File: src/rtl/pwr_ramp_pkg.sv
package pwr_ramp_pkg;

  localparam int          CODE_W     = 8;
  localparam int          NUM_STEPS  = 6;
  localparam logic [7:0]  CODE_OPEN  = 8'hFF;
  localparam logic [7:0]  CODE_SHUT  = 8'h00;
  localparam int          OFF_US     = 30;
  localparam int          MAX_US     = 30;

  typedef enum logic [1:0] {
    ST_IDLE,
    ST_RAMP,
    ST_SETTLE
  } seqState_t;

  // strobes from control to datapath
  typedef struct packed {
    logic startOn;
    logic startOff;
    logic nextStep;
  } dpCmd_t;

  // segment code for each on-step; ordering matters
  function automatic logic [7:0] rampCode(input int idx);
    case (idx)
      0:       return 8'hFE;
      1:       return 8'hF8;
      2:       return 8'hE0;
      3:       return 8'hC0;
      4:       return 8'h80;
      default: return 8'h00;
    endcase
  endfunction

  // dwell in microseconds after each on-step
  function automatic int rampDwellUs(input int idx);
    case (idx)
      0:       return 20;
      5:       return 20;
      default: return 10;
    endcase
  endfunction

endpackage

File: src/rtl/pwr_ramp_dp.sv
module pwr_ramp_dp
  import pwr_ramp_pkg::*;
#(
  parameter int CYC_PER_US = 4
) (
  input  logic              clk,
  input  logic              rstN,
  input  dpCmd_t            cmd,
  input  logic [CODE_W-1:0] swSense,
  output logic [CODE_W-1:0] swCtrl,
  output logic              dwellDone,
  output logic              lastStep,
  output logic              senseAtTarget,
  output logic              senseIsOn,
  output logic              senseIsOff
);

  localparam int CNT_W  = $clog2(MAX_US * CYC_PER_US + 1);
  localparam int STEP_W = $clog2(NUM_STEPS);

  logic [CODE_W-1:0] codeReg;
  logic [CODE_W-1:0] targetReg;
  logic [STEP_W-1:0] stepIdx;
  logic [CNT_W-1:0]  dwellCnt;
  logic              modeOn;

  function automatic logic [CNT_W-1:0] dwellLoad(input int us);
    return CNT_W'(us * CYC_PER_US - 1);
  endfunction

  always_ff @(posedge clk) begin
    if (!rstN) begin
      codeReg   <= CODE_OPEN;
      targetReg <= CODE_OPEN;
      stepIdx   <= '0;
      dwellCnt  <= '0;
      modeOn    <= 1'b0;
    end else if (cmd.startOff) begin
      codeReg   <= CODE_OPEN;
      targetReg <= CODE_OPEN;
      stepIdx   <= '0;
      dwellCnt  <= dwellLoad(OFF_US);
      modeOn    <= 1'b0;
    end else if (cmd.startOn) begin
      codeReg   <= rampCode(0);
      targetReg <= CODE_SHUT;
      stepIdx   <= '0;
      dwellCnt  <= dwellLoad(rampDwellUs(0));
      modeOn    <= 1'b1;
    end else if (cmd.nextStep) begin
      codeReg   <= rampCode(int'(stepIdx) + 1);
      stepIdx   <= stepIdx + 1'b1;
      dwellCnt  <= dwellLoad(rampDwellUs(int'(stepIdx) + 1));
    end else if (dwellCnt != '0) begin
      dwellCnt  <= dwellCnt - 1'b1;
    end
  end

  assign swCtrl        = codeReg;
  assign dwellDone     = (dwellCnt == '0);
  assign lastStep      = !modeOn || (int'(stepIdx) == NUM_STEPS - 1);
  assign senseAtTarget = (swSense == targetReg);
  assign senseIsOn     = (swSense == CODE_SHUT);
  assign senseIsOff    = (swSense == CODE_OPEN);


  ramp_monotone_chk: assert property (@(posedge clk) disable iff (!rstN)
    !cmd.startOff |=> ((codeReg & ~$past(codeReg)) == '0));


  dwell_count_chk: assert property (@(posedge clk) disable iff (!rstN)
    (dwellCnt != '0 && !cmd.startOn && !cmd.startOff && !cmd.nextStep)
      |=> (dwellCnt == CNT_W'($past(dwellCnt) - 1'b1)));

endmodule

File: src/rtl/pwr_ramp_ctrl.sv
module pwr_ramp_ctrl
  import pwr_ramp_pkg::*;
(
  input  logic   clk,
  input  logic   rstN,
  input  logic   enReq,
  input  logic   disReq,
  input  logic   dwellDone,
  input  logic   lastStep,
  input  logic   senseAtTarget,
  input  logic   senseIsOn,
  input  logic   senseIsOff,
  output dpCmd_t cmd,
  output logic   busy,
  output logic   done
);

  seqState_t state, stateNxt;
  logic      doneNxt;

  always_comb begin
    cmd      = '0;
    stateNxt = state;
    doneNxt  = 1'b0;
    case (state)
      ST_IDLE: begin
        if (disReq) begin
          if (senseIsOff) doneNxt = 1'b1;
          else begin
            cmd.startOff = 1'b1;
            stateNxt     = ST_RAMP;
          end
        end else if (enReq) begin
          if (senseIsOn) doneNxt = 1'b1;
          else begin
            cmd.startOn = 1'b1;
            stateNxt    = ST_RAMP;
          end
        end
      end
      ST_RAMP: begin
        if (dwellDone) begin
          if (lastStep) stateNxt = ST_SETTLE;
          else          cmd.nextStep = 1'b1;
        end
      end
      ST_SETTLE: begin
        if (senseAtTarget) begin
          stateNxt = ST_IDLE;
          doneNxt  = 1'b1;
        end
      end
      default: stateNxt = ST_IDLE;
    endcase
  end

  always_ff @(posedge clk) begin
    if (!rstN) begin
      state <= ST_IDLE;
      done  <= 1'b0;
    end else begin
      state <= stateNxt;
      done  <= doneNxt;
    end
  end

  assign busy = (state != ST_IDLE);


  done_idle_chk: assert property (@(posedge clk) disable iff (!rstN)
    done |-> !busy);


  settle_hold_chk: assert property (@(posedge clk) disable iff (!rstN)
    (state == ST_SETTLE && !senseAtTarget) |=> (state == ST_SETTLE && !done));


  ramp_stay_chk: assert property (@(posedge clk) disable iff (!rstN)
    (state == ST_RAMP) |=> (state != ST_IDLE));

endmodule

File: src/rtl/pwr_ramp_seq.sv
module pwr_ramp_seq
  import pwr_ramp_pkg::*;
#(
  parameter int CYC_PER_US = 4
) (
  input  logic       clk,
  input  logic       rstN,
  input  logic       enReq,
  input  logic       disReq,
  input  logic [7:0] swSense,
  output logic [7:0] swCtrl,
  output logic       busy,
  output logic       done
);

  dpCmd_t cmd;
  logic   dwellDone, lastStep, senseAtTarget, senseIsOn, senseIsOff;

  pwr_ramp_ctrl u_ctrl (
    .clk           (clk),
    .rstN          (rstN),
    .enReq         (enReq),
    .disReq        (disReq),
    .dwellDone     (dwellDone),
    .lastStep      (lastStep),
    .senseAtTarget (senseAtTarget),
    .senseIsOn     (senseIsOn),
    .senseIsOff    (senseIsOff),
    .cmd           (cmd),
    .busy          (busy),
    .done          (done)
  );

  pwr_ramp_dp #(.CYC_PER_US(CYC_PER_US)) u_dp (
    .clk           (clk),
    .rstN          (rstN),
    .cmd           (cmd),
    .swSense       (swSense),
    .swCtrl        (swCtrl),
    .dwellDone     (dwellDone),
    .lastStep      (lastStep),
    .senseAtTarget (senseAtTarget),
    .senseIsOn     (senseIsOn),
    .senseIsOff    (senseIsOff)
  );


  off_snap_chk: assert property (@(posedge clk) disable iff (!rstN)
    (!busy && disReq && swSense != 8'hFF) |=> (swCtrl == 8'hFF && busy));


  off_wins_chk: assert property (@(posedge clk) disable iff (!rstN)
    (!busy && disReq && enReq && swSense != 8'hFF) |=> (swCtrl == 8'hFF));

endmodule

File: config.mk
export PLATFORM = sky130hd
export DESIGN_NAME = pwr_ramp_seq
export DESIGN_NICKNAME = d
export VERILOG_FILES = /design/src/rtl/pwr_ramp_pkg.sv /design/src/rtl/pwr_ramp_dp.sv /design/src/rtl/pwr_ramp_ctrl.sv /design/src/rtl/pwr_ramp_seq.sv
export SDC_FILE = /design/constraint.sdc
export NUM_CORES = 1
export LEC_CHECK = 0
export ABC_AREA = 1
export BUFFER_PORTS_ARGS = -buffer_cell sky130_fd_sc_hd__buf_4
export CELL_PAD_IN_SITES_DETAIL_PLACEMENT = 0
export CELL_PAD_IN_SITES_GLOBAL_PLACEMENT = 1
export CORE_MARGIN = 4
export CORE_UTILIZATION = 40
export CTS_BUF_LIST = sky130_fd_sc_hd__clkbuf_16
export DETAILED_ROUTE_END_ITERATION = 8
export PLACE_DENSITY_LB_ADDON = 0.1
export SYNTH_ARGS = -nofsm -noshare
export SYNTH_HDL_FRONTEND = slang
export SYNTH_SLANG_ARGS = --single-unit
export TNS_END_PERCENT = 20
File: constraint.sdc
create_clock -name clk -period 1.92 [get_ports clk]
set_input_delay 0.288 -clock clk [delete_from_list [all_inputs] [get_ports clk]]
set_output_delay 0.288 -clock clk [all_outputs]
set_load 0.1 [all_outputs]
# Word-level counts from Yosys, hierarchy flattened
# Index checks and enable logic that the tools add are counted.
# totals
output_inout_bits	10
regBits	30
ramBits	0
rom_bits	0
n_memories	0
latch_bits	0
# classes
mux	35
div	0
shift	0
bitwise_logic	1
reduce_logical	15
n_eq_ne	16
n_mul	0
magnitude_cmp	0
add_sub_neg	4
# ops
cell	count
$eq A32 B2 Y1 const B	2
$eq A32 B3 Y1 const B	2
$pmux W8 S5	1
$eq A32 B1 Y1 const B	1
$logic_not A32 Y1	1
$mux W7	4
$mux W5	5
$mux W2	8
$mux W1	15
$ne A3 B3 Y1 const B	3
$eq A8 B8 Y1	1
$eq A8 B8 Y1 const B	1
$logic_not A8 Y1	1
$logic_not A7 Y1	1
$reduce_bool A7 Y1	1
$sub A7 B1 Y7 const B	1
$sub A7 B2 Y7 const B	1
$ne A2 B2 Y1 const B	3
$pmux W2 S3	1
$reduce_and A6 Y1	1
$add A3 B1 Y4 const B	1
$reduce_bool A2 Y1	2
$reduce_bool A4 Y1	1
$reduce_or A2 Y1	2
11 further kinds	11

# Depth between registers and ports, before layout
# Gate-level depths: netlist of the first run.
# depth
depth_word	13
mapped_depth	12
depth_no_buf	12

# By module
# A second synthesis of the first run with hierarchy kept.
# hier_totals
cells_unflattened	178
hier_area_um2	1197.4
# modules_own_cells
mod	cells_per_inst	area_each_um2	seq_area_each_um2	n_inst
pwr_ramp_dp	142	987.2	360.3	1
pwr_ramp_ctrl	36	210.2	60.1	1

# Worst setup path before layout of the first run
# No wires, ideal clock.
# synth_path
path_kind	register -> output
start	register u_dp.codeReg[2], in the netlist u_dp.swCtrl[2]
end	output port swCtrl[2]
path_buffers	1
setup_slack_ps	258
required_time_ps	1632
t_arrival_ps	1374
stages_incl_launch_ff	2
path_cell_list	dfxtp_1 buf_4
# synth_lines
item	line	rtl
start, declared	pwr_ramp_dp.sv:21	logic [CODE_W-1:0] codeReg;
start signal, assigned	pwr_ramp_dp.sv:45	codeReg <= rampCode(0);
start signal, assigned	pwr_ramp_dp.sv:51	codeReg <= rampCode(int'(stepIdx) + 1);
end, declared	pwr_ramp_seq.sv:11	output logic [7:0] swCtrl,
# No word-level cell between the ends.

# Worst setup path in the final report of the first run
# layout_path
start	register u_dp.stepIdx[1]
end	register u_dp.dwellCnt[5]
# layout_via
elab_chain_cells	12
word_cells_on_any_way	19
classes_between	add/sub: 2; eq/ne: 2; mux: 11; reduce/logical: 4
# layout_lines
item	line	rtl
start, declared	pwr_ramp_dp.sv:23	logic [STEP_W-1:0] stepIdx;
start signal, assigned	pwr_ramp_dp.sv:52	stepIdx <= stepIdx + 1'b1;
$add A3 B1 Y4	pwr_ramp_dp.sv:53	dwellCnt <= dwellLoad(rampDwellUs(int'(stepIdx) + 1));
$eq A32 B3 Y1 or $logic_not A32 Y1 (tied branches)	pwr_ramp_pkg.sv:37	case (idx)
$reduce_or A2 Y1 (no line)	n/a	
$mux W5	pwr_ramp_pkg.sv:37	
$mux W5	pwr_ramp_dp.sv:50	end else if (cmd.nextStep) begin
$mux W5	pwr_ramp_dp.sv:44	end else if (cmd.startOn) begin
$mux W5	pwr_ramp_dp.sv:38	end else if (cmd.startOff) begin
$mux W5	pwr_ramp_dp.sv:32	if (!rstN) begin
$sub A7 B2 Y7	pwr_ramp_dp.sv:28	return CNT_W'(us * CYC_PER_US - 1);
$mux W7	pwr_ramp_dp.sv:50	
$mux W7	pwr_ramp_dp.sv:44	
$mux W7	pwr_ramp_dp.sv:38	
end signal, assigned	pwr_ramp_dp.sv:42	dwellCnt <= dwellLoad(OFF_US);
end signal, assigned	pwr_ramp_dp.sv:48	dwellCnt <= dwellLoad(rampDwellUs(0));
end signal, assigned	pwr_ramp_dp.sv:53	
end, declared	pwr_ramp_dp.sv:24	logic [CNT_W-1:0] dwellCnt;
# Parallel ways exist; a longest one is shown, timed or not. The select of a mux whose other input is x is not followed.
# A chain may end at the register's enable or synchronous reset.

==> results of run 1 <==
placed cells by master, fill, tap and decap left out, types with 2 or more instances in the layout:
master,count
sky130_fd_sc_hd__nand2_1,50
sky130_fd_sc_hd__nor2_1,22
sky130_fd_sc_hd__buf_4,22
sky130_fd_sc_hd__dfxtp_1,20
sky130_fd_sc_hd__inv_1,19
sky130_fd_sc_hd__nand3_1,18
sky130_fd_sc_hd__ha_1,7
sky130_fd_sc_hd__nor2_4,5
sky130_fd_sc_hd__nand2_4,4
sky130_fd_sc_hd__a21oi_1,4
sky130_fd_sc_hd__nor2_2,3
sky130_fd_sc_hd__xnor2_1,3
sky130_fd_sc_hd__a31oi_1,3
sky130_fd_sc_hd__clkbuf_16,3
sky130_fd_sc_hd__inv_2,2
sky130_fd_sc_hd__nand2_2,2
sky130_fd_sc_hd__a211oi_2,2
sky130_fd_sc_hd__nor3_1,2
sky130_fd_sc_hd__o21ai_0,2
sky130_fd_sc_hd__xor2_1,2
sky130_fd_sc_hd__o21a_1,2
sky130_fd_sc_hd__nand4_1,2
how the worst max path moves through the flow:
stage	from	end	slack [ns]	cells after the start
after CTS	u_dp.stepIdx[1]	u_dp.dwellCnt[5]	0.20	12
after floorplan	u_dp.swCtrl[2]	swCtrl[2]	0.26	1
final	u_dp.stepIdx[1]	u_dp.dwellCnt[5]	0.26	12
after global placement	u_dp.stepIdx[1]	u_dp.dwellCnt[5]	0.31	12
after detailed placement	u_dp.stepIdx[1]	u_dp.dwellCnt[5]	0.21	12
after global routing	u_dp.stepIdx[1]	u_dp.dwellCnt[5]	0.07	12
per-stage QoR:
stage / util (%) / total power, mW / area [sq um] / std cells
6_report: 52.06 / 1.696 / 1642 / 255
2_1_floorplan: - / 1.130 / 1366 / 188
3_5_place_dp: 49.48 / 1.269 / 1560 / 251
3_3_place_gp: 49.48 / 1.262 / 1560 / 251
4_1_cts: 52.02 / 1.713 / 1640 / 255
5_1_grt: 52.06 / 1.835 / 1642 / 255
report_power, final:
| group | total (mW) | internal (mW) | switching, mW |
|---|---|---|---|
| combinational | 0.691 | 0.251 | 0.440 |
| clock | 0.441 | 0.280 | 0.161 |
| sequential | 0.564 | 0.506 | 0.0585 |
| total | 1.70 | 1.04 | 0.660 |
layout make-up:
class,instances,area (sq um),share of cell area [%]
clock buffers,3,75.07,4.573
clock inverters,1,5.005,0.3049
inverters,22,85.08,5.183
multi-input cells,142,834.6,50.84
flip-flops and latches,21,421.7,25.69
well taps,44,55.05,3.354
repair buffers,22,165.2,10.06
cells by family after synthesis:
group | after synthesis | share of synthesized area (%)
AOI/OAI and AO/OA | 20 | 12.00
xor gates and xnor gates | 5 | 3.206
adders and majority gates | 7 | 6.410
buffers and inverters | 25 | 8.150
DFF | 21 | 30.77
and+or+nand+nor | 110 | 39.47
layer usage:
metal  up-vias  GRT usage, %  wire length (um)
li1        647             -                 -
met1       519         16.97              1206
met2        14         24.78              1269
met3         4         1.701                79
met4         0         5.330                41
met5         -             0                 0
synthesized netlist by cell type:
cell type                  instances
sky130_fd_sc_hd__nor2_1           22
sky130_fd_sc_hd__a21oi_4           1
sky130_fd_sc_hd__nand2_2           2
sky130_fd_sc_hd__nor3_1            2
sky130_fd_sc_hd__nand3_4           1
sky130_fd_sc_hd__a31oi_1           3
sky130_fd_sc_hd__xor2_1            2
sky130_fd_sc_hd__nand3_1          18
sky130_fd_sc_hd__o21ai_4           1
sky130_fd_sc_hd__o21ai_1           1
sky130_fd_sc_hd__inv_2             2
sky130_fd_sc_hd__o21a_1            2
sky130_fd_sc_hd__inv_1            19
sky130_fd_sc_hd__a21oi_1           4
sky130_fd_sc_hd__a21oi_2           1
sky130_fd_sc_hd__a211oi_2          2
sky130_fd_sc_hd__o21ai_0           2
sky130_fd_sc_hd__o311ai_0          1
sky130_fd_sc_hd__buf_6             1
sky130_fd_sc_hd__inv_4             1
sky130_fd_sc_hd__nand2_1          50
sky130_fd_sc_hd__xnor2_1           3
sky130_fd_sc_hd__nand2_4           4
sky130_fd_sc_hd__buf_4             2
sky130_fd_sc_hd__nor2_2            3
sky130_fd_sc_hd__nor2_4            5
sky130_fd_sc_hd__o211ai_2          1
sky130_fd_sc_hd__dfxtp_1          21
sky130_fd_sc_hd__ha_1              7
sky130_fd_sc_hd__or3_1             1
sky130_fd_sc_hd__nand4_1           2
sky130_fd_sc_hd__o211ai_1          1
registers in the layout, summed over array words and instances, names as in the netlist:
| name | count |
|---|---|
| u_ctrl.state | 2 |
| u_dp.swCtrl | 6 |
| u_dp.targetReg | 1 |
| u_dp.modeOn | 1 |
| u_ctrl.done | 1 |
| u_dp.stepIdx | 3 |
| u_dp.dwellCnt | 7 |
critical path, cell delays in order (launching register included):
cell	delay, ns
sky130_fd_sc_hd__dfxtp_2	0.36
sky130_fd_sc_hd__inv_1	0.09
sky130_fd_sc_hd__ha_1	0.22
sky130_fd_sc_hd__nand2_1	0.08
sky130_fd_sc_hd__nand2_1	0.11
sky130_fd_sc_hd__nor2_4	0.13
sky130_fd_sc_hd__inv_1	0.10
sky130_fd_sc_hd__nor2_4	0.16
sky130_fd_sc_hd__nand2_2	0.09
sky130_fd_sc_hd__nand3_1	0.07
sky130_fd_sc_hd__nand2_1	0.05
sky130_fd_sc_hd__nand2_1	0.05
sky130_fd_sc_hd__nor2_1	0.03
repair_timing:
item | 4_1_cts | 5_1_grt
hold endpoints to repair | 0 | 0
resized for setup | 0 | 1
hold buffers | 0 | 0
setup endpoints to repair | 0 | 1
==> run summary, run 1 <==
- number of storage elements in the synthesis netlist: 21
- Reg2Reg Depth: 12
- DIE AREA: 4415 sq um
- final net count: 231
- Netlist cell types: 32
- layout cell share with drive strength beyond 1: 24.17%
- count of routing violations after the opening detailed-route iteration: 36
- Post CTS Setup Buffer Count: 0
- Hold Fails Final Rpt: 0
- total count of max-transition violations in the final report: 0
- clock buffer count from CTS: 3
- WS Path Type: flip-flop to flip-flop
- number of remaining DRC errors: 0
- worst hold margin: 0.2479 ns
- die extent in x: 66.45 um
- via density per instance: 4.643
- cell taking the most area after synthesis: sky130_fd_sc_hd__dfxtp_1
- CP Capture Type: flip-flop
- largest vdd supply drop: 0.5440 mV
- maximum number of pins on one net before global-route repair: 15
- diodes inserted: 0
- Avg WL per Cell: 10.18 um
- Root Buffer: sky130_fd_sc_hd__clkbuf_16
- area inside the core boundary: 3153 sq um
- startpoint kind of the worst setup timing path: flip-flop
- max-capacitance violation count: 0
- hold-critical path depth: 3
- top cells by area, synth: sky130_fd_sc_hd__dfxtp_1 31%, sky130_fd_sc_hd__nand2_1 14%, sky130_fd_sc_hd__nand3_1 6.6%
- clk sinks: 21
- GR Overflow Total: 0
- area share of the leading cell type in the synthesized netlist: 30.77%
- run status: finished, final reports clean
- area delta synth->final: 20.15%
- Min-Delay Endpoint: u_dp.dwellCnt[2]
- final worst setup slack: 0.2639 ns
- clock insertion delay at the later pin of the skew report: 0.25 ns
- CTS tree: yes
- proportion of synthesized chip area in sequential cells: 30.77%
- average instance area after synthesis: 7.268 sq um
- top-level port count: 22
- count of standard-cell rows: 20
- first-pass GRT wire length: 4919 um
- crit path time final: 1.656 ns
- Post-Syn Instances: 188
- Vert. Die Dim: 66.45 um
- level count of the clock H-tree: 1
- Tightest Hold Check Type: input pin to flip-flop
- highest achievable clock rate: 0.6038 GHz
- total of buffers placed on input and output ports: 21
- number of warnings reported in the yosys synthesis log: 0
- initial antenna violation count: 0
- Netlist Area Pre-Place: 1366 sq um
- Data arrival, critical path: 1.79 ns
- vias in the first global route: 1178
- Final setup violation count: 0
- ANT nets after route: 0
- power density over the cells: 1033 nW/um^2
- final weighted congestion in routability-driven placement: 0.7962
- worst reg2reg setup slack: 0.26 ns
- GR Util All Layers: 13.98%
- standby leakage power: 0.7914 nW
- Critical Path Fanout Max: 5
- Worst Hold Launch: rstN
- final worst path period share: 86.25%
- FF-to-FF Start: u_dp.stepIdx[1]
- relative slew slack: 69.32%
- first-pass iteration count of the detailed router: 4
- clock skew after layout: 0.001510 ns
- effective utilization at floorplan: 43.33%
- setup_tns: 0 ns
- slew at the pin with the worst max-slew slack: 0.4544 ns
- clock-pin transition on the worst setup and hold timing paths: 0.06 ns
- Final Routed Wirelength: 2596 um
- maximum clock insertion buffer count: 2
- unrepaired setup endpoints after global routing: false
- worst flop-to-flop path endpoint: u_dp.dwellCnt[5]
- total number of vias: 1184
- endpoint required time on the critical path: 2.06 ns
- total of fill cells in the finished design: 326
- total half-perimeter wirelength after legalization and detailed placement: 2175 um
- Post-Place Worst Slack: 0.2147 ns
- number of nets produced by synthesis: 207
Note: power is estimated with default switching activity, not from simulation.
==> run 2, diff against run 1 <==
==> constraint.sdc (replaced) <==
create_clock -name clk -period 1.92 [get_ports clk]
set_input_delay 0.384 -clock clk [delete_from_list [all_inputs] [get_ports clk]]
set_output_delay 0.384 -clock clk [all_outputs]
set_load 0.1 [all_outputs]
==> run 2 against run 1 <==
  * Worst setup slack lost 0.0076 ns
  * Utilization is the same
  * Critical path depth is the same
  * Hold slack gained 0.096 ns
  * Sequential cell count is the same
  * Sequential share of layout area is the same
  * Cell area is the same
  * Cell count is the same
  * Via count grew 1.9%
==> run summary, run 2 (synthesized netlist as in run 1, its figures left out) <==
- ANT nets after route: 0, unchanged
- final worst path period share: 86.65%, +0.39 points
- cell-internal power: 1.036 mW, about the same
- sequential share of power: 33.0%, -0.3 points
- largest vdd supply drop: 0.5715 mV, +5.1%
- Root Buffer: sky130_fd_sc_hd__clkbuf_16
- GR Util All Layers: 14.11%, +0.13 points
- Vert. Die Dim: 66.45 um, unchanged
- Comb pwr share: 40.5%, -0.2 points
- count of routing violations after the opening detailed-route iteration: 42, +17%
- most common cell after layout, fill and taps aside: sky130_fd_sc_hd__nand2_1
- Critical Path Fanout Max: 5, unchanged
- maximum number of pins on one net before global-route repair: 15, unchanged
- final weighted congestion in routability-driven placement: 0.7980, +0.23%
- total of buffers placed on input and output ports: 21, unchanged
- final net count: 231, unchanged
- Switching Share: 39.23%, +0.32 points
- worst reg2reg setup slack: 0.26 ns, about the same
- total half-perimeter wirelength after legalization and detailed placement: 2163 um, -0.56%
- setup_tns: 0 ns, unchanged
- commonest non-fill, non-tap cells in the layout: 50 x sky130_fd_sc_hd__nand2_1, 22 x sky130_fd_sc_hd__nor2_1, 22 x sky130_fd_sc_hd__buf_4
- relative slew slack: 70.71%, +1.4 points
- highest achievable clock rate: 0.6011 GHz, -0.45%
- GR Overflow Total: 0, unchanged
- top-level port count: 22, unchanged
- Tightest Hold Check Type: input pin to flip-flop
- die extent in x: 66.45 um, unchanged
- post-detailed-placement cell area: 1560 sq um, unchanged
- total number of vias: 1206, +1.9%
- initial antenna violation count: 0, unchanged
- layout cell share with drive strength beyond 1: 24.17%, unchanged
- kind of cell adding the most delay to the critical path: simple AND/OR/NAND/NOR gates
- first-pass iteration count of the detailed router: 5, +1
- clock insertion delay at the later pin of the skew report: 0.26 ns, about the same
- post_cts resized: 0, unchanged
- crit-path cells: inv_1 > ha_1 > nand2_1 > nand2_1 > nor2_4 > inv_1 > nor2_4 > nand2_2 > nand3_1 > nand2_1 > nand2_1 > nor2_1
- run status: finished, final reports clean
- total area of multi-input combinational cells: 834.6 sq um, unchanged
- power density over the cells: 1039 nW/um^2, +0.53%
- Avg WL per Cell: 10.33 um, +1.5%
- slew at the pin with the worst max-slew slack: 0.4339 ns, -0.02050 ns
- net load switching power: 0.6688 mW, +1.4%
- standby leakage power: 0.7914 nW, unchanged
- total of fill cells in the finished design: 329, +0.92%
- CTS tree: yes
- flip-flop count of the largest register after layout: 7, unchanged
- endpoint required time on the critical path: 2.07 ns, about the same
- level count of the clock H-tree: 1, unchanged
- via density per instance: 4.729, +1.9%
- max-capacitance violation count: 0, unchanged
- count of standard-cell rows: 20, unchanged
- Most common cell on crit path: sky130_fd_sc_hd__nand2_1
- Final Routed Wirelength: 2635 um, +1.5%
- buffers and inverters on the worst path: 2, unchanged
- clock-pin transition on the worst setup and hold timing paths: 0.06 ns, about the same
- unrepaired setup endpoints after global routing: false
- first-pass GRT wire length: 4823 um, -2.0%
- diodes inserted: 0, unchanged
- clock buffer count from CTS: 3, unchanged
- area delta synth->final: 20.15%, unchanged
- register area: 421.7 sq um, unchanged
- total count of max-transition violations in the final report: 0, unchanged
- register bank with the most flops: u_dp.dwellCnt
- area inside the core boundary: 3153 sq um, unchanged
- count of hold-fix buffers inserted at cts: 0, unchanged
- Data arrival, critical path: 1.81 ns, +0.02 ns
- CP Capture Type: flip-flop
- number of remaining DRC errors: 0, unchanged
- Clock Power Share: 26.4%, +0.4 points
- master of the slowest instance on the critical path: sky130_fd_sc_hd__dfxtp_2
- WS Path Type: flip-flop to flip-flop
- vias in the first global route: 1126, -4.4%
- Hold Fails Final Rpt: 0, unchanged
- DIE AREA: 4415 sq um, unchanged
- startpoint kind of the worst setup timing path: flip-flop
- post-route cell area: 1642 sq um, unchanged
- Slowest Stage Delay on Critical Path: 0.36 ns, about the same
- maximum clock insertion buffer count: 2, unchanged
- Post CTS Setup Buffer Count: 0, unchanged
- Final setup violation count: 0, unchanged
- clk sinks: 21, unchanged
- effective utilization at floorplan: 43.33%, unchanged
- clock skew after layout: 0.004495 ns, +0.002985 ns
- crit path time final: 1.664 ns, +0.007567 ns
## run 2: cell counts in the layout (fill, tap and decap cells not counted)
No cell type changed its count.
## run 2: stage by stage
step	worst slack (ns)	util, %	instances	power (mW)	hold slack [ns]
global route	0.04165	52.06	255	1.838	0.3575
finish	0.2564	52.06	255	1.705	0.3436
global placement	0.3075	49.48	251	1.262	0.4567
detailed placement	0.1993	49.48	251	1.265	0.4577
floorplan	0.1625	-	188	1.130	0.4407
CTS	0.1910	52.02	255	1.726	0.3423
## run 2: area by class of cell
cell class | count | area share [%]
sequential | 21 | 25.69
timing repair buffer | 22 | 10.06
clock buffer | 3 | 4.573
multi-input combinational | 142 | 50.84
inverter | 22 | 5.183
tap | 44 | 3.354
clock inverter | 1 | 0.3049
## run 2: final timing paths
path	startpoint	endpoint	cells after the start
setup reg to reg	u_dp.stepIdx[1]	u_dp.dwellCnt[5]	12
setup / recovery	u_dp.stepIdx[1]	u_dp.dwellCnt[5]	12
hold / removal	rstN	u_dp.dwellCnt[2]	3
hold reg to reg	u_dp.swCtrl[5]	u_dp.swCtrl[5]	2
## run 2: worst reg2reg max path, stage by stage, from the launching register on
cell,delay [ns]
sky130_fd_sc_hd__dfxtp_2,0.36
sky130_fd_sc_hd__inv_1,0.09
sky130_fd_sc_hd__ha_1,0.22
sky130_fd_sc_hd__nand2_1,0.08
sky130_fd_sc_hd__nand2_1,0.11
sky130_fd_sc_hd__nor2_4,0.13
sky130_fd_sc_hd__inv_1,0.11
sky130_fd_sc_hd__nor2_4,0.16
sky130_fd_sc_hd__nand2_2,0.09
sky130_fd_sc_hd__nand3_1,0.07
sky130_fd_sc_hd__nand2_1,0.05
sky130_fd_sc_hd__nand2_1,0.05
sky130_fd_sc_hd__nor2_1,0.03
## run 2: power groups by stage
stage / Sequential, mW / Clock, mW / Combinational [mW]
after floorplan: 0.582 / 0 / 0.548
after global placement: 0.572 / 0 / 0.690
after detailed placement: 0.570 / 0 / 0.694
after CTS: 0.562 / 0.467 / 0.697
after global routing: 0.573 / 0.481 / 0.784
final: 0.563 / 0.450 / 0.691
## run 2: routing by layer
metal  wire length (um)  track usage (%)  vias to the layer above
met5                  0                0                        -
met4                 57            6.853                        0
met3                 72            1.531                        5
met2               1259            23.54                       17
met1               1246            17.88                      535
li1                   -                -                      649
==> run 3, diff against run 2 <==
--- a/config.mk
+++ b/config.mk
@@ -9,6 +9,7 @@
 export BUFFER_PORTS_ARGS = -buffer_cell sky130_fd_sc_hd__buf_4
 export CELL_PAD_IN_SITES_DETAIL_PLACEMENT = 0
 export CELL_PAD_IN_SITES_GLOBAL_PLACEMENT = 1
+export CORE_ASPECT_RATIO = 0.6
 export CORE_MARGIN = 4
 export CORE_UTILIZATION = 40
 export CTS_BUF_LIST = sky130_fd_sc_hd__clkbuf_16
==> run 3 against run 2 <==
  * Cell area unchanged
  * Sequential cell count unchanged
  * Clock power decreased by 2%
  * Clock-buffer cell count unchanged
  * Largest cell class unchanged
==> run summary, run 3 (synthesized netlist as in run 1, its figures left out) <==
- Root Buffer: sky130_fd_sc_hd__clkbuf_16
- initial antenna violation count: 0, unchanged
- first-pass iteration count of the detailed router: 4, -1
- DIE AREA: 4445 sq um, +0.69%
- diodes inserted: 0, unchanged
- Reg2Reg Depth: 12, unchanged
- area delta synth->final: 20.15%, unchanged
- post-route cell area: 1642 sq um, unchanged
- relative slew slack: 68.89%, -1.8 points
- Vert. Die Dim: 53.27 um, -20%
- die extent in x: 83.45 um, +26%
- register bank with the most flops: u_dp.dwellCnt
- slew at the pin with the worst max-slew slack: 0.4608 ns, +0.02697 ns
- count of standard-cell rows: 16, -20%
- standby leakage power: 0.7909 nW, about the same
- most common cell after layout, fill and taps aside: sky130_fd_sc_hd__nand2_1
- Post CTS Setup Buffer Count: 0, unchanged
- total of buffers placed on input and output ports: 21, unchanged
- final worst setup slack: 0.1796 ns, -0.07677 ns
- post-detailed-placement cell area: 1562 sq um, about the same
- final worst path period share: 90.65%, +4.0 points
- final net count: 231, unchanged
- run status: finished, final reports clean
- count of routing violations after the opening detailed-route iteration: 34, -19%
- power density over the cells: 1040 nW/um^2, +0.11%
- Critical Path Source: u_dp.stepIdx[1]
- area inside the core boundary: 3263 sq um, +3.5%
- GR Overflow Total: 0, unchanged
- total of fill cells in the finished design: 333, +1.2%
- crit path time final: 1.740 ns, +0.07677 ns
- unrepaired setup endpoints after global routing: false
- CTS tree: yes
- clk sinks: 21, unchanged
- effective utilization at floorplan: 41.87%, -1.5 points
- top-level port count: 22, unchanged
- vias in the first global route: 1150, +2.1%
- Final setup violation count: 0, unchanged
- count of hold-fix buffers inserted at cts: 0, unchanged
- worst reg2reg setup slack: 0.18 ns, -0.08 ns
- Post-Place Worst Slack: 0.2014 ns, +0.002013 ns
- Avg WL per Cell: 11.33 um, +9.6%
- setup_tns: 0 ns, unchanged
- final weighted congestion in routability-driven placement: 0.8174, +2.4%
- layout cell share with drive strength beyond 1: 23.70%, -0.47 points
- Data arrival, critical path: 1.88 ns, +0.07 ns
- WS Path Type: flip-flop to flip-flop
- FF-to-FF Start: u_dp.stepIdx[1]
- total number of vias: 1235, +2.4%
- commonest non-fill, non-tap cells in the layout: 50 x sky130_fd_sc_hd__nand2_1, 22 x sky130_fd_sc_hd__nor2_1, 22 x sky130_fd_sc_hd__buf_4
- endpoint required time on the critical path: 2.06 ns, about the same
- total half-perimeter wirelength after legalization and detailed placement: 2359 um, +9.1%
- maximum clock insertion buffer count: 2, unchanged
- worst flop-to-flop path endpoint: u_dp.dwellCnt[5]
- flip-flop count of the largest register after layout: 7, unchanged
- Hold Fails Final Rpt: 0, unchanged
- capture point of the critical path: u_dp.dwellCnt[5]
- CP Capture Type: flip-flop
- max-capacitance violation count: 0, unchanged
- total count of max-transition violations in the final report: 0, unchanged
- number of remaining DRC errors: 0, unchanged
- post_cts resized: 0, unchanged
- clock insertion delay at the later pin of the skew report: 0.25 ns, about the same
- largest vdd supply drop: 0.3728 mV, -35%
- startpoint kind of the worst setup timing path: flip-flop
- clock-pin transition on the worst setup and hold timing paths: 0.06 ns, about the same
- ANT nets after route: 0, unchanged
- GR Util All Layers: 14.48%, +0.37 points
- final core occ: 50.31%, -1.8 points
- clock skew after layout: 0.001529 ns, -0.002966 ns
- highest achievable clock rate: 0.5746 GHz, -4.4%
- clock buffer count from CTS: 3, unchanged
- Tightest Hold Check Type: input pin to flip-flop
- level count of the clock H-tree: 1, unchanged
- via density per instance: 4.824, +2.0%
- maximum number of pins on one net before global-route repair: 15, unchanged
- PnR Total Power: 1.707 mW, +0.11%
- first-pass GRT wire length: 5106 um, +5.9%
- Final Routed Wirelength: 2900 um, +10%
- Critical Path Fanout Max: 5, unchanged
==> run 3: cell counts in the layout (fill, tap and decap cells not counted) <==
Identical to the previous run, type by type.
==> run 3: power breakdown <==
part | switching [mW] | internal, mW
sequential | 0.0574 | 0.506
clock | 0.163 | 0.280
combinational | 0.451 | 0.250
==> run 3: per-layer routing <==
layer / up-vias / global-route usage (%) / share of wire (%)
li1: 647 / - / -
met1: 563 / 19.78 / 54
met2: 23 / 22.74 / 41
met3: 2 / 3.733 / 3.7
met4: 0 / 4.011 / 0.79
met5: - / 0 / 0
==> run 3: cell type report <==
type	count	area [sq um]	share of cell area (%)
Multi-Input combinational cell	142	834.6	50.84
Sequential cell	21	420.4	25.61
Timing Repair Buffer	22	165.2	10.06
Inverter	22	85.08	5.183
Clock buffer	3	75.07	4.573
Tap cell	45	56.30	3.430
Clock inverter	1	5.005	0.3049
==> run 3: worst min-delay path by stage <==
stage / start / endpoint / slack [ns] / cells past startpoint
final: rstN / u_dp.dwellCnt[2] / 0.34 / 3
after global routing: rstN / u_dp.dwellCnt[2] / 0.36 / 3
after CTS: rstN / u_dp.dwellCnt[2] / 0.34 / 3
after detailed placement: u_dp.swCtrl[0] / u_dp.swCtrl[0] / 0.46 / 2
after global placement: u_dp.swCtrl[7] / u_dp.swCtrl[7] / 0.46 / 2
after floorplan: u_dp.modeOn / u_dp.modeOn / 0.44 / 1
==> run 3: worst max-delay path: stages, from the launching register on <==
cell	delay, ns
sky130_fd_sc_hd__dfxtp_1	0.40
sky130_fd_sc_hd__inv_1	0.11
sky130_fd_sc_hd__ha_1	0.21
sky130_fd_sc_hd__nand2_1	0.07
sky130_fd_sc_hd__nand2_1	0.10
sky130_fd_sc_hd__nor2_4	0.13
sky130_fd_sc_hd__inv_1	0.10
sky130_fd_sc_hd__nor2_4	0.16
sky130_fd_sc_hd__nand2_2	0.10
sky130_fd_sc_hd__nand3_1	0.08
sky130_fd_sc_hd__nand2_1	0.06
sky130_fd_sc_hd__nand2_1	0.05
sky130_fd_sc_hd__nor2_1	0.04
==> run 3: stage by stage <==
| stage | hold slack [ns] | std cells |
|---|---|---|
| 3_3_place_gp | 0.4569 | 252 |
| 6_report | 0.3448 | 256 |
| 3_5_place_dp | 0.4582 | 252 |
| 2_1_floorplan | 0.4407 | 188 |
| 5_1_grt | 0.3624 | 256 |
| 4_1_cts | 0.3443 | 256 |
